<file path="src/rtl/serif_irq_pkg.sv">
package serif_irq_pkg;
  // Software-cleared (read-then-clear) flag slots
  localparam int NUM_STK  = 3;
  localparam int STK_STOP = 0;
  localparam int STK_NACK = 1;
  localparam int STK_AL   = 2;

  // Request line slots
  localparam int NUM_REQ  = 5;
  localparam int REQ_TXE  = 0;
  localparam int REQ_TEND = 1;
  localparam int REQ_RXF  = 2;
  localparam int REQ_STOP = 3;
  localparam int REQ_NAK  = 4;

  typedef logic [NUM_STK-1:0] stk_vec_t;
  typedef logic [NUM_REQ-1:0] req_vec_t;
endpackage

</file>
<file path="src/rtl/serif_sticky_flag.sv">
// One event flag with a read-then-clear handshake; set beats clear.
module serif_sticky_flag #(
  parameter bit RST_VAL = 1'b0
) (
  input  logic clk,
  input  logic rst,
  input  logic set_i,
  input  logic rd_i,
  input  logic clr_i,
  output logic flag_q,
  output logic flag_n
);
  logic armed_q;
  logic armed_n;
  logic clr_ok;

  always_comb begin
    clr_ok  = clr_i & armed_q;
    flag_n  = flag_q;
    if (clr_ok) flag_n = 1'b0;
    if (set_i)  flag_n = 1'b1;
    armed_n = (rd_i & flag_q) | (armed_q & ~clr_i);
  end

  always_ff @(posedge clk) begin
    if (rst) begin
      flag_q  <= RST_VAL;
      armed_q <= 1'b0;
    end else begin
      flag_q  <= flag_n;
      armed_q <= armed_n;
    end
  end
endmodule

</file>
<file path="src/rtl/serif_data_flags.sv">
// Data-path flags cleared by register access and set by engine events.
module serif_data_flags #(
  parameter bit TXE_RST = 1'b1
) (
  input  logic clk,
  input  logic rst,
  input  logic mode_i2c,
  input  logic tx_wr,
  input  logic rx_rd,
  input  logic ev_load,
  input  logic ev_txdone,
  input  logic ev_rxbyte,
  output logic txe_q,
  output logic tend_q,
  output logic rxf_q,
  output logic txe_n,
  output logic tend_n,
  output logic rxf_n,
  output logic ovr_o
);
  always_comb begin
    txe_n = txe_q;
    if (tx_wr)   txe_n = 1'b0;
    if (ev_load) txe_n = 1'b1;

    tend_n = tend_q;
    if (tx_wr)               tend_n = 1'b0;
    if (ev_txdone && txe_q)  tend_n = 1'b1;

    rxf_n = rxf_q;
    if (rx_rd)     rxf_n = 1'b0;
    if (ev_rxbyte) rxf_n = 1'b1;

    ovr_o = ~mode_i2c & ev_rxbyte & rxf_q & ~rx_rd;
  end

  always_ff @(posedge clk) begin
    if (rst) begin
      txe_q  <= TXE_RST;
      tend_q <= 1'b0;
      rxf_q  <= 1'b0;
    end else begin
      txe_q  <= txe_n;
      tend_q <= tend_n;
      rxf_q  <= rxf_n;
    end
  end
endmodule

</file>
<file path="src/rtl/serif_req_gate.sv">
// Enable gating, mode masking and the combined CPU request, all registered.
module serif_req_gate
  import serif_irq_pkg::*;
(
  input  logic     clk,
  input  logic     rst,
  input  logic     mode_i2c,
  input  logic     irq_mask,
  input  logic     txe_n,
  input  logic     tend_n,
  input  logic     rxf_n,
  input  stk_vec_t stk_n,
  input  req_vec_t ie,
  output req_vec_t req_q,
  output logic     cpu_q
);
  req_vec_t src;
  req_vec_t req_n;
  logic     cpu_n;

  always_comb begin
    src            = '0;
    src[REQ_TXE]   = txe_n;
    src[REQ_TEND]  = tend_n;
    src[REQ_RXF]   = rxf_n;
    src[REQ_STOP]  = stk_n[STK_STOP] & mode_i2c;
    src[REQ_NAK]   = stk_n[STK_AL] | (stk_n[STK_NACK] & mode_i2c);
  end

  for (genvar g = 0; g < NUM_REQ; g++) begin : g_gate
    assign req_n[g] = src[g] & ie[g];
  end

  assign cpu_n = (|req_n) & ~irq_mask;

  always_ff @(posedge clk) begin
    if (rst) begin
      req_q <= '0;
      cpu_q <= 1'b0;
    end else begin
      req_q <= req_n;
      cpu_q <= cpu_n;
    end
  end
endmodule

</file>
<file path="src/rtl/serif_irq_unit.sv">
module serif_irq_unit
  import serif_irq_pkg::*;
#(
  parameter bit TXE_RST = 1'b1
) (
  input  logic clk,
  input  logic rst,
  input  logic mode_i2c,
  input  logic ie_txe,
  input  logic ie_tend,
  input  logic ie_rxf,
  input  logic ie_stop,
  input  logic ie_nak,
  input  logic irq_mask,
  input  logic tx_wr,
  input  logic rx_rd,
  input  logic stat_rd,
  input  logic clr_stop,
  input  logic clr_nack,
  input  logic clr_al,
  input  logic ev_load,
  input  logic ev_txdone,
  input  logic ev_rxbyte,
  input  logic ev_stop,
  input  logic ev_nack,
  input  logic ev_al,
  output logic flag_txe,
  output logic flag_tend,
  output logic flag_rxf,
  output logic flag_stop,
  output logic flag_nack,
  output logic flag_al,
  output logic irq_txe,
  output logic irq_tend,
  output logic irq_rxf,
  output logic irq_stop,
  output logic irq_nak,
  output logic cpu_irq
);
  logic     txe_n, tend_n, rxf_n, ovr;
  stk_vec_t stk_set, stk_clr, stk_q, stk_n;
  req_vec_t ie, req_q;

  serif_data_flags #(.TXE_RST(TXE_RST)) u_data (
    .clk(clk), .rst(rst), .mode_i2c(mode_i2c),
    .tx_wr(tx_wr), .rx_rd(rx_rd),
    .ev_load(ev_load), .ev_txdone(ev_txdone), .ev_rxbyte(ev_rxbyte),
    .txe_q(flag_txe), .tend_q(flag_tend), .rxf_q(flag_rxf),
    .txe_n(txe_n), .tend_n(tend_n), .rxf_n(rxf_n), .ovr_o(ovr)
  );

  always_comb begin
    stk_set           = '0;
    stk_set[STK_STOP] = ev_stop & mode_i2c;
    stk_set[STK_NACK] = ev_nack & mode_i2c;
    stk_set[STK_AL]   = ev_al | ovr;
    stk_clr           = '0;
    stk_clr[STK_STOP] = clr_stop;
    stk_clr[STK_NACK] = clr_nack;
    stk_clr[STK_AL]   = clr_al;
  end

  for (genvar g = 0; g < NUM_STK; g++) begin : g_stk
    serif_sticky_flag #(.RST_VAL(1'b0)) u_flag (
      .clk(clk), .rst(rst), .set_i(stk_set[g]), .rd_i(stat_rd),
      .clr_i(stk_clr[g]), .flag_q(stk_q[g]), .flag_n(stk_n[g])
    );
  end

  always_comb begin
    ie           = '0;
    ie[REQ_TXE]  = ie_txe;
    ie[REQ_TEND] = ie_tend;
    ie[REQ_RXF]  = ie_rxf;
    ie[REQ_STOP] = ie_stop;
    ie[REQ_NAK]  = ie_nak;
  end

  serif_req_gate u_gate (
    .clk(clk), .rst(rst), .mode_i2c(mode_i2c), .irq_mask(irq_mask),
    .txe_n(txe_n), .tend_n(tend_n), .rxf_n(rxf_n), .stk_n(stk_n),
    .ie(ie), .req_q(req_q), .cpu_q(cpu_irq)
  );

  assign flag_stop = stk_q[STK_STOP];
  assign flag_nack = stk_q[STK_NACK];
  assign flag_al   = stk_q[STK_AL];
  assign irq_txe   = req_q[REQ_TXE];
  assign irq_tend  = req_q[REQ_TEND];
  assign irq_rxf   = req_q[REQ_RXF];
  assign irq_stop  = req_q[REQ_STOP];
  assign irq_nak   = req_q[REQ_NAK];
endmodule

</file>
<file path="config.mk">
export PLATFORM = sky130hd
export DESIGN_NAME = serif_irq_unit
export DESIGN_NICKNAME = d
export VERILOG_FILES = /design/src/rtl/serif_irq_pkg.sv /design/src/rtl/serif_sticky_flag.sv /design/src/rtl/serif_data_flags.sv /design/src/rtl/serif_req_gate.sv /design/src/rtl/serif_irq_unit.sv
export SDC_FILE = /design/constraint.sdc
export NUM_CORES = 1
export LEC_CHECK = 0
export ABC_AREA = 1
export BUFFER_PORTS_ARGS = -buffer_cell sky130_fd_sc_hd__buf_2
export CAP_MARGIN = 20
export CORE_UTILIZATION = 43
export CTS_BUF_LIST = sky130_fd_sc_hd__clkbuf_2 sky130_fd_sc_hd__clkbuf_4 sky130_fd_sc_hd__clkbuf_8
export CTS_CLUSTER_SIZE = 12
export DETAILED_ROUTE_END_ITERATION = 8
export GPL_ROUTABILITY_DRIVEN = 0
export PLACE_DENSITY_LB_ADDON = 0.3
export SLEW_MARGIN = 20
export SYNTH_ARGS = -nofsm -noshare
export SYNTH_HDL_FRONTEND = slang
export SYNTH_SLANG_ARGS = --single-unit
</file>
<file path="constraint.sdc">
create_clock -name clk -period 1.2 [get_ports clk]
set_clock_uncertainty 0.15 [all_clocks]
set_input_delay 0.24 -clock clk [delete_from_list [all_inputs] [get_ports clk]]
set_output_delay 0.24 -clock clk [all_outputs]
set_load 0.01 [all_outputs]
</file>
==> flow_summary_export.csv, run 1 <==
group,metric,value,unit
grt,grt_start_max_net_pins,10,
logic_synthesis,ys_top_cells_by_area,"dfxtp_1, nand2_1, a21oi_1",
pwr,powerDensity,1260,nW/µm²
sta,whs,0.0486,ns
critical_path,crit_fanout,3,
floorplanning,coreArea,1170,µm²
logic_synthesis,syn_area,577,µm²
logic_synthesis,yosys-top-cells-count,"nand2_1, dfxtp_1, a21oi_1, inv_1, nor2_1",
critical_path,path_cells,"buf_2",
critical_path,r2r_cells,7,
outcome,outcome,"completed",
grt,antenna_found_initial,0,
logic_synthesis,synth_top_area_share,52.1,%
layout,drive_above_1_share,43.1,%
logic_synthesis,synth_edf_count,0,
clock_tree,cts_hold_buf,0,
route,firstDrtPassIters,4,
worst_hold_path,hp-class,"input pin to register",
pwr,power_leakage,0.448,nW
route,detail_route.wl_per_cell,9.22,µm
clock_tree,clk_pin_slew_worst_paths,0.09,ns
floorplanning,chipWidth,38.6,µm
route,via_per_inst,4.49,
floorplanning,die_h,38.6,µm
critical_path,cp_slowest_cell,"dfxtp_1",
grt,grt_pass1_vias,500,
placement,portBuffers,32,
pwr,ir_drop,0.625,mV
grt,gr-total-overflow,0,
sta,finalHoldViolCount,0,
critical_path,slowest_delay,0.35,ns
logic_synthesis,ys_types,12,
clock_tree,root_buffer,"clkbuf_4",
floorplanning,dieArea,1490,µm²
critical_path,cp-start-kind,"register",
grt,grt_pass1_wl,1.89,mm
floorplanning,rows,12,
route,initialDrtViolationCount,15,
clock_tree,cts_tree,"yes",
grt,track_usage,19.0,%
route,drtAntennaViolNets,0,
grt,use_met3,3.47,%
route,wl,1.20,mm
logic_synthesis,syn-num-nets,101,
sta,relSlewSlack,89.4,%
logic_synthesis,synth.ff_latch_count,15,
sta,period_needed,1.15,ns
worst_hold_path,holdPathStages,3,
layout,final_nets,138,
logic_synthesis,synth_area_per_cell,7.21,µm²
critical_path,crit_buf_inv,1,
logic_synthesis,ys_seq_area_share,52.1,%
sta,setup_viol,0,
grt,use_met1,20.3,%
logic_synthesis,syn_inst,80,
job,drv_cap,0,
clock_tree,numCtsBuffers,3,
sta,setup-tns-final,0,ns
route,vias,584,
sta,grt_setup_unrepaired,"false",
critical_path,crit_type,"register to output pin",
sta,maxSlewViolCount,0,
clock_tree,cts_sinks,15,
critical_path,arrival,0.76,ns
critical_path,path_depth,1,
floorplanning,ios,33,
critical_path,cpLargestDelayFamily,"flip-flops",
layout,diodes,0,
clock_tree,htreeDepth,1,
sta,tightest_slew,0.160,ns
route,drc_errors,0,
logic_synthesis,async_flop_share,0,%
layout,syn_to_final_growth,37.1,%
critical_path,worst-endpoint-required,0.81,ns
logic_synthesis,ys_warn_count,0,
logic_synthesis,synth_top_area_cell,"dfxtp_1",
sta,finalCritPeriodShare,96.1,%
clock_tree,cts.path.max_buffers,2,
clock_tree,clock_latency,0.27,ns
layout,fill_cells,115,
sta,max_freq,0.867,GHz
placement,place_hpwl,970,µm
logic_synthesis,yosysMostFrequentCell,"nand2_1",
critical_path,endpoint_kind,"output pin",
grt,grt_util_met2,34.6,%
floorplanning,initial_utilization,49.3,%
grt,grt_busiest_layer,"met2",
logic_synthesis,synthFlopType,"dfxtp_1",
-- placed cells by master, fill, tap and decap left out, drive strengths merged --
master  count
a21oi       8
or2         2
nand2      35
buf        33
nor2        9
inv        10
dfxtp      15
clkbuf      4
-- worst min-delay path: stages --
cell and delay (ns):
buf_2 0.07, or2_2 0.10, a21oi_2 0.03
-- worst paths after layout --
check	end	slack [ns]	startpoint
max	flag_al	0.05	g_stk[2].u_flag.flag_q
max reg2reg	u_gate.cpu_q	0.13	g_stk[0].u_flag.armed_q
min	u_gate.cpu_q	0.05	irq_mask
min reg2reg	g_stk[0].u_flag.armed_q	0.31	g_stk[0].u_flag.armed_q
-- layer usage --
metal  vias up  part of all wire, %
li1        309                    -
met1       255                   43
met2        18                   51
met3         2                  4.3
met4         0                 0.83
met5         -                    0
-- per-stage QoR --
stage               instances  setup slack (ns)  util (%)  total power [mW]  area (µm²)
global placement          126             0.124      64.6             0.697         757
floorplan                  80             0.194         -             0.628         577
CTS                       130            0.0374      67.2              1.00         787
global route              130          0.000255      67.5              1.04         791
detailed placement        126             0.113      64.6             0.701         757
finish                    130            0.0472      67.5             0.994         791
-- power by group --
| part | internal, mW | leakage [nW] | total [mW] | switching [mW] |
|---|---|---|---|---|
| logic | 0.0691 | 0.306 | 0.151 | 0.0822 |
| registers | 0.527 | 0.124 | 0.539 | 0.0120 |
| clock network | 0.151 | 0.0184 | 0.304 | 0.153 |
| total | 0.747 | 0.448 | 0.994 | 0.247 |
-- registers in the layout, summed over array words and instances (netlist names) --
register,count
u_gate.req_q,5
g_stk.u_flag.armed_q,3
u_data.txe_q,1
g_stk.u_flag.flag_q,3
u_data.rxf_q,1
u_data.tend_q,1
u_gate.cpu_q,1
-- area by class of cell --
| cell class | count | area, µm² | area share, % |
|---|---|---|---|
| timing repair buffer | 33 | 168 | 21.2 |
| clock buffer | 4 | 30.0 | 3.80 |
| multi-input combinational | 54 | 234 | 29.6 |
| inverter | 10 | 37.5 | 4.75 |
| tap | 14 | 17.5 | 2.22 |
| sequential | 15 | 304 | 38.4 |
-- logic make-up after synthesis --
kind of cell	Yosys count	synth area share, %
AOI/OAI and AO/OA	8	7.59
buffers and inverters	11	7.38
DFF	15	52.1
and+or+nand+nor	46	33.0
-- timing repair --
action | in CTS | in global routing
setup endpoints to repair | 0 | 3
resized for setup | 0 | 3
buffers inserted | 0 | 0
Note: power is estimated with default switching activity, not from simulation.
==> inputs of run 2 (changes only) <==
BUFFER_PORTS_ARGS = -buffer_cell sky130_fd_sc_hd__buf_4   (was -buffer_cell sky130_fd_sc_hd__buf_2)
CORE_ASPECT_RATIO = 1.2   (was unset)
CORE_UTILIZATION = 35   (was 43)
==> run 2 against run 1 <==
Compared with the run above: final area is 9.3% higher; first-iteration DRC count fell by 20%; sequential power is essentially flat; routed wire length shrank 4.6%; die area is 22% higher; largest power group unchanged; highest routed layer unchanged.
==> flow_summary_export.csv, run 2 (synthesis results as in run 1) <==
group,metric,value,unit
grt,gr-total-overflow,0,
clock_tree,cts_tree,"yes",
critical_path,arrival,0.76,ns
critical_path,rrSetupSlack,0.13,ns
critical_path,cpLargestDelayFamily,"flip-flops",
critical_path,path_cells,"buf_4",
sta,maxSlewViolCount,0,
critical_path,cp_slowest_cell,"dfxtp_1",
critical_path,worst-endpoint-required,0.81,ns
worst_hold_path,hp-class,"input pin to register",
pwr,ir_drop,0.570,mV
placement,place_hpwl,951,µm
route,vias,578,
sta,setup_viol,0,
floorplanning,rows,15,
floorplanning,dieArea,1820,µm²
layout,final_nets,137,
clock_tree,numCtsBuffers,3,
sta,relSlewSlack,90.3,%
route,via_per_inst,4.38,
clock_tree,htreeDepth,1,
layout,reg.largest.list,"u_gate.req_q (5), g_stk.u_flag.armed_q (3), g_stk.u_flag.flag_q (3)",
critical_path,crit_fanout,3,
grt,track_usage,14.7,%
clock_tree,root_buffer,"clkbuf_4",
route,detail_route.wl_per_cell,8.66,µm
sta,finalCritPeriodShare,95.9,%
sta,grt_setup_unrepaired,"false",
clock_tree,cts_hold_buf,0,
layout,drive_above_1_share,42.6,%
worst_hold_path,holdPathEnd,"u_gate.req_q[2]",
layout,regMostFlops,"u_gate.req_q",
grt,grt_pass1_wl,1.74,mm
critical_path,crit_buf_inv,1,
critical_path,cp-start-kind,"register",
grt,grt_pass1_vias,466,
critical_path,crit_type,"register to output pin",
sta,finalHoldViolCount,0,
floorplanning,initial_utilization,38.9,%
floorplanning,coreArea,1480,µm²
layout,diodes,0,
floorplanning,ios,33,
clock_tree,cts_sinks,15,
route,drc_errors,0,
floorplanning,chipWidth,39.1,µm
critical_path,r2r_cells,7,
clock_tree,clk_pin_slew_worst_paths,0.08,ns
clock_tree,ctsResizeCount,0,
grt,grt_start_max_net_pins,16,
critical_path,slowest_delay,0.35,ns
route,wl,1.14,mm
sta,setup-tns-final,0,ns
worst_hold_path,holdCritStartpoint,"ie_rxf",
critical_path,path_depth,1,
sta,whs,0.0437,ns
placement,portBuffers,32,
job,drv_cap,0,
outcome,outcome,"completed",
sta,tightest_slew,0.146,ns
layout,syn_to_final_growth,49.9,%
route,firstDrtPassIters,4,
floorplanning,die_h,46.5,µm
clock_tree,clock_latency,0.28,ns
route,initialDrtViolationCount,12,
grt,antenna_found_initial,0,
pwr,total_power,0.994,mW
critical_path,r2r_end,"u_gate.cpu_q",
worst_hold_path,holdPathStages,3,
layout,largest_reg_flops,5,
critical_path,endpoint_kind,"output pin",
critical_path,reg2reg_from,"g_stk[0].u_flag.armed_q",
clock_tree,cts.path.max_buffers,2,
clock_tree,post_cts_buffers,0,
sta,period_needed,1.15,ns
layout,most-common-layout-cells,"nand2_1, buf_4, dfxtp_1",
route,drtAntennaViolNets,0,
pwr,power_leakage,0.464,nW
sta,max_freq,0.869,GHz
pwr,powerDensity,1150,nW/µm²
## run 2: how the worst max path moves through the flow
stage	startpoint	endpoint	slack, ns
after floorplan	u_data.txe_q	u_gate.cpu_q	0.19
after CTS	u_data.rxf_q	flag_rxf	0.03
final	g_stk[1].u_flag.flag_q	flag_nack	0.05
after detailed placement	mode_i2c	u_gate.cpu_q	0.11
after global routing	g_stk[2].u_flag.flag_q	flag_al	0.005
after global placement	mode_i2c	u_gate.cpu_q	0.12
## run 2: power breakdown
part	switching, mW	internal (mW)
logic	0.0802	0.0970
clock network	0.153	0.124
registers	0.0131	0.527
## run 2: cell type report
class | instances | area, µm²
clock buffer | 3 | 22.5
clock inverter | 1 | 5.00
fill | 139 | 618
inverter | 10 | 37.5
multi-input combinational | 54 | 234
sequential | 15 | 304
tap | 17 | 21.3
timing repair buffer | 32 | 240
## run 2: per-stage QoR
stage	cell area (µm²)	std cells	setup WS, ns	utilization [%]
after floorplan	577	80	0.194	-
after global placement	833	128	0.121	56.2
after detailed placement	833	128	0.106	56.2
after CTS	861	132	0.0284	58.1
after global routing	865	132	0.00459	58.3
final	865	132	0.0492	58.3
## run 2: metal layers
metal / global-route usage, % / up-vias / share of wire (%)
li1: - / 310 / -
met1: 15.5 / 244 / 41
met2: 23.3 / 20 / 49
met3: 4.35 / 4 / 7.0
met4: 12.4 / 0 / 2.7
met5: 0 / - / 0
